===== config.mk =====
export PLATFORM = sky130hd
export DESIGN_NAME = sample_playback_seq
export DESIGN_NICKNAME = d
export VERILOG_FILES = /design/src/rtl/sps_pkg.sv /design/src/rtl/sps_sync_edge.sv /design/src/rtl/sps_sample_ram.sv /design/src/rtl/sps_rate_tick.sv /design/src/rtl/sample_playback_seq.sv
export SDC_FILE = /design/constraint.sdc
export NUM_CORES = 1
export LEC_CHECK = 0
export BUFFER_PORTS_ARGS = -buffer_cell sky130_fd_sc_hd__buf_2
export CAP_MARGIN = 20
export CORE_MARGIN = 3
export CORE_UTILIZATION = 63
export DETAILED_ROUTE_END_ITERATION = 10
export PLACE_DENSITY_LB_ADDON = 0.05
export SLEW_MARGIN = 30
export SYNTH_ARGS = -nofsm -noshare
export SYNTH_HDL_FRONTEND = slang
export SYNTH_SLANG_ARGS = --single-unit

===== constraint.sdc =====
create_clock -name clk -period 4.7 [get_ports clk]
set_clock_uncertainty 0.1 [all_clocks]
set_input_delay 0.47 -clock clk [delete_from_list [all_inputs] [get_ports clk]]
set_output_delay 0.47 -clock clk [all_outputs]
set_load 0.005 [all_outputs]

===== src/rtl/sps_pkg.sv =====
package sps_pkg;
   localparam int RATE_CODES = 13;

   // Divider multiple for a rate code on the 1-2-5 ladder; codes above 12 fall to 1 Hz.
   function automatic logic [31:0] rate_mult(input int code);
      int c;
      logic [31:0] m;
      c = (code > RATE_CODES - 1) ? RATE_CODES - 1 : code;
      m = ((c % 3) == 0) ? 32'd1 : (((c % 3) == 1) ? 32'd2 : 32'd5);
      for (int i = 0; i < c / 3; i++) m = m * 32'd10;
      return m;
   endfunction
endpackage


===== src/rtl/sps_sync_edge.sv =====
module sps_sync_edge #(
   parameter int STAGES = 2
) (
   input  logic clk,
   input  logic rst_n,
   input  logic async_in,
   output logic rise
);
   if (STAGES < 2) begin : g_bad_stages
      $error("sps_sync_edge: STAGES must be at least 2");
   end

   logic [STAGES:0] sh;

   for (genvar s = 0; s <= STAGES; s++) begin : g_stage
      always_ff @(posedge clk) begin
         if (!rst_n) sh[s] <= 1'b0;
         else if (s == 0) sh[s] <= async_in;
         else sh[s] <= sh[(s == 0) ? 0 : s - 1];
      end
   end

   assign rise = sh[STAGES-1] & ~sh[STAGES];
endmodule


===== src/rtl/sps_sample_ram.sv =====
module sps_sample_ram #(
   parameter int DW = 16,
   parameter int AW = 6
) (
   input  logic          clk,
   input  logic          we,
   input  logic [AW-1:0] waddr,
   input  logic [DW-1:0] wdata,
   input  logic          re,
   input  logic [AW-1:0] raddr,
   output logic [DW-1:0] q
);
   localparam int DEPTH = 1 << AW;

   if (AW < 1 || AW > 12) begin : g_bad_aw
      $error("sps_sample_ram: AW out of range 1..12");
   end

   logic [DW-1:0] mem [DEPTH];

   always_ff @(posedge clk) begin
      if (we) mem[waddr] <= wdata;
      if (re) q <= mem[raddr];
   end
endmodule


===== src/rtl/sps_rate_tick.sv =====
module sps_rate_tick
   import sps_pkg::*;
#(
   parameter int BASE_DIV = 5000
) (
   input  logic       clk,
   input  logic       rst_n,
   input  logic       run,
   input  logic       ext_sel,
   input  logic [3:0] rate_sel,
   input  logic       ext_rise,
   output logic       tick
);
   if (BASE_DIV < 1) begin : g_bad_div
      $error("sps_rate_tick: BASE_DIV must be at least 1");
   end

   logic [31:0] period_tab [16];
   logic [31:0] period;
   logic [31:0] div_q;
   logic        int_tick;

   for (genvar k = 0; k < 16; k++) begin : g_rate
      assign period_tab[k] = 32'(BASE_DIV) * rate_mult(k);
   end

   assign period   = period_tab[rate_sel];
   assign int_tick = run && (div_q >= period - 32'd1);

   always_ff @(posedge clk) begin
      if (!rst_n || !run || ext_sel) div_q <= '0;
      else if (int_tick)             div_q <= '0;
      else                           div_q <= div_q + 32'd1;
   end

   assign tick = ext_sel ? (run & ext_rise) : (int_tick & ~ext_sel);
endmodule


===== src/rtl/sample_playback_seq.sv =====
module sample_playback_seq #(
   parameter int DW          = 16,
   parameter int AW          = 6,
   parameter int BASE_DIV    = 5000,
   parameter int SYNC_STAGES = 2
) (
   input  logic          clk,
   input  logic          rst_n,
   input  logic          mem_we,
   input  logic [AW-1:0] mem_waddr,
   input  logic [DW-1:0] mem_wdata,
   input  logic [AW:0]   cfg_count,
   input  logic          cfg_mem_mode,
   input  logic          cfg_arm,
   input  logic          cfg_cont,
   input  logic          cfg_irq_en,
   input  logic          cfg_ext_clk,
   input  logic [3:0]    cfg_rate_sel,
   input  logic          sw_trig,
   input  logic          ext_trig,
   input  logic          ext_clk,
   input  logic          irq_clr,
   output logic [DW-1:0] dac_data,
   output logic          dac_wr,
   output logic          busy,
   output logic          irq
);
   localparam int CW = AW + 1;

   if (DW < 1) begin : g_bad_dw
      $error("sample_playback_seq: DW must be positive");
   end

   logic          trig_rise, eclk_rise, tick;
   logic          start, enabled, last_pos, rd_v, irq_set;
   logic [CW-1:0] pos;
   logic [DW-1:0] ram_q;

   sps_sync_edge #(.STAGES(SYNC_STAGES)) u_trig_sync (
      .clk(clk), .rst_n(rst_n), .async_in(ext_trig), .rise(trig_rise));

   sps_sync_edge #(.STAGES(SYNC_STAGES)) u_eclk_sync (
      .clk(clk), .rst_n(rst_n), .async_in(ext_clk), .rise(eclk_rise));

   sps_rate_tick #(.BASE_DIV(BASE_DIV)) u_tick (
      .clk(clk), .rst_n(rst_n), .run(busy), .ext_sel(cfg_ext_clk),
      .rate_sel(cfg_rate_sel), .ext_rise(eclk_rise), .tick(tick));

   sps_sample_ram #(.DW(DW), .AW(AW)) u_ram (
      .clk(clk), .we(mem_we), .waddr(mem_waddr), .wdata(mem_wdata),
      .re(busy & enabled & tick), .raddr(pos[AW-1:0]), .q(ram_q));

   assign enabled  = cfg_arm & cfg_mem_mode;
   assign start    = enabled & ~busy & (sw_trig | trig_rise) & (cfg_count != '0);
   assign last_pos = (pos == cfg_count - CW'(1));
   assign irq_set  = busy & enabled & tick & last_pos & ~cfg_cont & cfg_irq_en;

   // Sequencer: position counter and run flag.
   always_ff @(posedge clk) begin
      if (!rst_n) begin
         busy <= 1'b0;
         pos  <= '0;
         rd_v <= 1'b0;
      end else begin
         rd_v <= 1'b0;
         if (busy && !enabled) begin
            busy <= 1'b0;
         end else if (start) begin
            busy <= 1'b1;
            pos  <= '0;
         end else if (busy && tick) begin
            rd_v <= 1'b1;
            if (last_pos) begin
               pos <= '0;
               if (!cfg_cont) busy <= 1'b0;
            end else begin
               pos <= pos + CW'(1);
            end
         end
      end
   end

   // Output stage: register the memory word and strobe it.
   always_ff @(posedge clk) begin
      if (!rst_n) begin
         dac_data <= '0;
         dac_wr   <= 1'b0;
      end else begin
         dac_wr <= rd_v;
         if (rd_v) dac_data <= ram_q;
      end
   end

   // Sticky interrupt flag; a set in the same cycle as a clear wins.
   always_ff @(posedge clk) begin
      if (!rst_n)       irq <= 1'b0;
      else if (irq_set) irq <= 1'b1;
      else if (irq_clr) irq <= 1'b0;
   end
endmodule


Word level (Yosys, flattened, before mapping). Memory sizes are Yosys's and may differ from the RTL's. A register that Yosys moved wholly into a read port is not among the register bits. Index checks and enable logic that the tools add are counted. Widths: inputs -> output; s select.

Bitwise logic cells: 22. Reductions and logical operators: 17. Magnitude comparators: 2. Equal/unequal tests: 2. Add/subtract/negate cells: 4. Multiplexer cells: 15.

Operator list (number): $mux 32 (2); $add 32x1->32 const B (1); $ge 32x32->1 (1); $sub 32x1->32 const B (1); $mux 7 (3); $and 1x1->1 (13); $mux 1 (10); $add 7x1->7 const B (1); $eq 7x7->1 (1); $not 1->1 (7); $reduce_bool 7->1 (1); $sub 7x1->7 const B (1); $reduce_bool 2->1 (3); $ge 5x5->1 const B (1); $not 4->5 (1); $reduce_or 2->1 (2); $logic_and 1x1->1 (3); $logic_not 1->1 (3); $reduce_and 3->1 (1); $reduce_or 3->1 (1); $logic_or 1x1->1 (2); $ne 2x1->1 const B (1); $reduce_and 2->1 (1); $or 1x1->1 (1).

Logic and storage cells: 77. Bits of input ports: 45. Register bits after elaboration: 65. RAM bits: 1024. Memory bits (read-only): 512. Output and inout port bits: 19. Memories kept: 2.

Memories: u_ram.mem (words 64, bits a word 16, read ports 1, clocked after memory_dff 1, write ports 1, RTL line sps_sample_ram.sv:19) `logic [DW-1:0] mem [DEPTH];`; (no name shown) (words 16, bits a word 32, read ports 1, clocked after memory_dff 0, write ports 0, RTL line sps_rate_tick.sv:27) `assign period = period_tab[rate_sel];`.

Depth between registers and ports, before layout.
Depth after elaboration: 14. Depth in mapped cells: 20. Mapped depth without buffers: 19.

By module. Synthesis repeated with hierarchy kept, for this count alone.

Cells, all modules: 2309. Area, all modules: 44544.0 µm².

By module, submodules not included: sps_sample_ram (cells an instance 1829, instances 1, seq. area each 31230.0 µm², area each 40202.3 µm²); sps_rate_tick (cells an instance 331, instances 1, seq. area each 640.6 µm², area each 2831.5 µm²); sample_playback_seq (cells an instance 135, instances 1, seq. area each 540.5 µm², area each 1325.0 µm²); sps_sync_edge (cells an instance 7, instances 2, seq. area each 60.1 µm², area each 92.6 µm²).

Worst setup path after synthesis. Ideal clock, no wire load.

Path type: input-to-reg. Start point: in cfg_rate_sel[0]. End point: reg u_ram.q[0] (read register of u_ram.mem) (enable). Arrival time: 3823 ps. Stages: 16. Buffers on the path: 0. Setup time: 388 ps. Data required time: 4212 ps. Setup slack: 388 ps. Cell sequence: inv_1 > ha_1 > a21oi_1 > nor4b_1 > nand3b_1 > a311oi_1 > nand2b_1 > nor2_1 > xnor2_1 > ha_1 > nand4_1 > nor2_1 > o31a_1 > o311a_1 > o211ai_2 > nor2_1.

Word-level cells in the longest chain between the ends: 10.

RTL lines: start: declaration (RTL line sample_playback_seq.sv:18) `input logic [3:0] cfg_rate_sel,`; $not 4->5 (implied by the code) (RTL line sps_rate_tick.sv:27); $mem_v2 16x32; $mux 32 (implied by the code) (2 in a row) (RTL line sps_rate_tick.sv:27); $sub 32x1->32 (RTL line sps_rate_tick.sv:28) `assign int_tick = run && (div_q >= period - 32'd1);`; $ge 32x32->1 (RTL line sps_rate_tick.sv:28); $logic_and 1x1->1 (RTL line sps_rate_tick.sv:28); $and 1x1->1 (RTL line sps_rate_tick.sv:36) `assign tick = ext_sel ? (run & ext_rise) : (int_tick & ~ext_sel);`; $mux 1 (RTL line sps_rate_tick.sv:36); $and 1x1->1 (RTL line sample_playback_seq.sv:51) `.re(busy & enabled & tick), .raddr(pos[AW-1:0]), .q(ram_q));`; net u_ram.re (RTL line sps_sample_ram.sv:9) `input logic re,`; end: declaration (RTL line sps_sample_ram.sv:11) `output logic [DW-1:0] q`.

The timed path passes the listed nets, and every way through them passes these cells. The select of a mux whose other input is x is not followed. A chain may end at the register's enable or synchronous reset.

Worst setup path in the final report.
Start point: in cfg_rate_sel[0]. End point: reg pos[4].

Word-level cells in the longest chain between the ends: 12.

RTL lines: $not 4->5 (implied by the code) (RTL line sps_rate_tick.sv:27); $mem_v2 16x32; $mux 32 (implied by the code) (2 in a row) (RTL line sps_rate_tick.sv:27); $sub 32x1->32 (RTL line sps_rate_tick.sv:28); $ge 32x32->1 (RTL line sps_rate_tick.sv:28); $logic_and 1x1->1 (RTL line sps_rate_tick.sv:28); $and 1x1->1 (RTL line sps_rate_tick.sv:36); $mux 1 (RTL line sps_rate_tick.sv:36); $logic_and 1x1->1 (RTL line sample_playback_seq.sv:71) `end else if (busy && tick) begin`; $reduce_bool 2->1 (no line); $reduce_and 2->1 (no line); end signal: assignment (RTL line sample_playback_seq.sv:77) `pos <= pos + CW'(1);`; end: declaration (RTL line sample_playback_seq.sv:36) `logic [CW-1:0] pos;`.

Every way passes these cells. The select of a mux whose other input is x is not followed.

==> metrics.md <==
| Metric | Value |
|---|---|
| Status | `complete, no violations` |
| Period utilization | `89.1%` |
| Least-Margin Pin Slew | `0.957 ns` |
| Initial antenna violation count | `9` |
| Area grow syn2layout | `12.3%` |
| Grt peak-use layer | `met2` |
| CTS max path bufs | `3` |
| # setup viols final | `0` |
| Share of the synthesized area in the top cell type | `71.5%` |
| Largest net degree at the start of global routing | `65` |
| CP startpoint | `cfg_rate_sel[0]` |
| Dpl hpwl | `56500 um` |
| Later-pin clock latency in the skew report | `0.65 ns` |
| Netlist cell types | `64` |
| Post-route ant nets | `0` |
| DR vias | `21100` |
| Post-synth EDFFs | `1040` |
| Final GP Congestion | `0.831` |
| Die Wd | `269 um` |
| Ys flop type | `edfxtp_1` |
| Async SR Flop Fraction | `0%` |
| IO Pins | `64` |
| Crit. End Element | `flip-flop` |
| # H-tree levels | `3` |
| Gr usage total | `27.8%` |
| Port Buffer Count | `63` |
| Met3 GRT Util | `5.25%` |
| R2r worst-path depth | `4` |
| First-pass GRT wire length | `146000 um` |
| Total clock sinks | `1105` |
| Post-Synthesis Cells | `2027` |
| Overflow after GRT | `0` |
| Die height | `269 um` |
| Yosys top cell by area | `edfxtp_1` |
| Top cells by area, synth | `edfxtp_1 72%, mux4_2 17%, dfxtp_1 3.0%` |
| WS Path Type | `in -> reg` |
| Die area | `0.0725 mm^2` |
| Post-route minimum period | `4.19 ns` |
| Hold WS | `0.124 ns` |
| Final Util | `72.2%` |
| Hold crit path type | `in -> reg` |
| Vias in the first global route | `21500` |
| Design area | `0.0490 mm^2` |
| Req. time, crit path | `5.17 ns` |
| Reg2Reg Setup Slack | `1.34 ns` |
| Critical Path Sink | `pos[4]` |
| Max Cap Viol | `0` |
| R2r startpoint | `pos[0]` |
| CTS Root Cell | `clkbuf_16` |
| CP Max Fanout | `10` |
| Worst flop-to-flop path endpoint | `u_ram.q[8]` |
| Starting Density | `64.3%` |
| M1 GR Usage | `41.2%` |
| Share of cells above drive strength 1 | `29.8%` |
| Final Hold Fails | `0` |
| CTS tree | `built` |
| # rows | `95` |
| Warnings from Yosys | `0` |
| GRT met2 Usage | `44.1%` |
| RSZ-0062 raised after global routing | `false` |
| Total Power | `0.0194 W` |
| CTS Buf Count | `105` |
| Setup TNS | `0 ns` |
| Synthesized flop and latch total | `1105` |
| Detailed-route DRC error count | `0` |
| Max_slew headroom | `35.9%` |
| Leak Pwr | `15.2 nW` |
| Via density | `6.61` |
| Cell area after synthesis | `0.0437 mm^2` |
| VDD IR max | `316 uV` |
| Post-Route WL | `98100 um` |
| CTS clk-pin slew, worst paths | `0.06 ns` |
| Critical path arrival | `4.66 ns` |
| CP Launch Type | `input pin` |
| HP Start | `irq_clr` |
| CORE AREA | `0.0679 mm^2` |
| Final Max Slew Viols | `0` |
| Postcts setup bufs | `0` |
| DR WL/cell | `30.7 um` |
| Final nets | `2273` |
| Seq/Total Area, Yosys | `74.5%` |
| Iter 0 DRT Violations | `2502` |
| Initial DRT Pass Iterations | `5` |
| Post-placement cell area | `0.0457 mm^2` |
| P per Cell Area | `397 mW/mm^2` |
| Max Freq | `0.239 GHz` |
| Mapped Avg Cell Area | `21.5 um^2` |
==> cell families after synthesis <==
logic type / after synthesis / share of synthesized area [%]
AO/OA/AOI/OAI: 72 / 1.09
XOR/XNOR: 43 / 0.863
adder cells (fa/ha/maj): 40 / 1.15
buffers and inverters: 122 / 1.32
flip-flops: 1105 / 74.5
multiplexers: 358 / 17.9
other: 1 / 0.00859
AND/OR/NAND/NOR: 286 / 3.15
==> layer usage <==
| metal | vias to the layer above | wire length (um) |
|---|---|---|
| met3 | 134 | 9030 |
| li1 | 8775 | - |
| met5 | - | 28 |
| met2 | 981 | 48000 |
| met4 | 4 | 1980 |
| met1 | 11200 | 39100 |
==> cell usage after synthesis (all sizes together) (8+ instances only) <==
cell type  instances
edfxtp          1040
mux4             336
nor2             123
dfxtp             65
clkbuf            58
nand2             42
ha                40
buf               39
nand3             28
xor2              25
nor2b             24
inv               22
mux2i             21
a21oi             20
xnor2             18
nand4             16
o21ai             16
and2               8
and3               8
==> worst min path at each step <==
| stage | depth (start not counted) | end | slack [ns] |
|---|---|---|---|
| floorplan | 1 | u_eclk_sync.sh[1] | 0.31 |
| global placement | 1 | u_trig_sync.sh[1] | 0.32 |
| detailed placement | 1 | u_trig_sync.sh[1] | 0.32 |
| CTS | 3 | irq | 0.1 |
| global route | 3 | irq | 0.11 |
| finish | 3 | irq | 0.12 |
==> placed cells by master (no fill, tap or decap), types with 6 or more instances in the layout <==
master,n
nor2_1,78
clkinv_1,17
mux4_1,8
buf_2,52
nor2_4,19
mux4_2,328
buf_12,14
nor2_2,26
and3_1,8
nand3_1,28
nand4_1,16
edfxtp_1,1040
nand3b_1,6
clkinv_2,14
o21ai_0,16
clkbuf_1,29
nor2b_1,24
conb_1,6
inv_1,21
bufinv_16,8
and2_1,8
mux2i_1,21
nand2_1,42
dfxtp_1,61
xnor2_1,18
clkbuf_16,106
a21oi_1,20
ha_1,40
xor2_1,25
buf_4,80
==> critical path, stage by stage <==
cell      delay, ns
buf_2          0.20
inv_1          0.16
ha_1           0.25
a21oi_1        0.18
nor4b_2        0.33
nand3b_1       0.21
a311oi_1       0.38
nand2b_1       0.14
nor2_1         0.15
xnor2_1        0.08
ha_1           0.32
nand4_1        0.13
nor2_1         0.13
o31a_1         0.16
o311a_1        0.22
o211ai_2       0.19
or4_1          0.72
o221ai_1       0.24
==> metrics by stage <==
| step | cells | setup slack [ns] |
|---|---|---|
| after global placement | 2998 | 0.00347 |
| final | 3192 | 0.511 |
| after CTS | 3190 | 0.390 |
| after floorplan | 2032 | 0.388 |
| after global routing | 3190 | 0.0547 |
| after detailed placement | 3000 | -0.282 |
==> power breakdown <==
part / total [W] / switching [W] / internal, W
Clock: 0.00809 / 0.00349 / 0.00460
Sequential: 0.0108 / 0.0000230 / 0.0108
Combinational: 0.000516 / 0.000341 / 0.000175
Total: 0.0194 / 0.00385 / 0.0156
==> state kept, by name, indices dropped and copies added, names as in the netlist <==
register / flops
dac_wr: 1
rd_v: 1
dac_data: 16
u_eclk_sync.sh: 3
busy: 1
u_trig_sync.sh: 3
u_tick.div_q: 32
irq: 1
u_ram.mem: 1024
u_ram.q: 16
pos: 7
==> timing repair <==
item / in CTS / in global routing
resized for setup: 0 / 1
hold endpoints to repair: 2 / 0
endpoints found under the setup margin: 0 / 6
hold buffers: 2 / 0
==> final cells by class <==
type | instances | area, um^2
sequential | 1105 | 32500
fill | 3920 | 18800
multi-input combinational | 805 | 10800
clock buffer | 136 | 2780
timing repair buffer | 148 | 1160
tap | 921 | 1150
clock inverter | 52 | 499
inverter | 23 | 88.8
antenna | 2 | 5.00
Power figures use the tool's default switching activity.
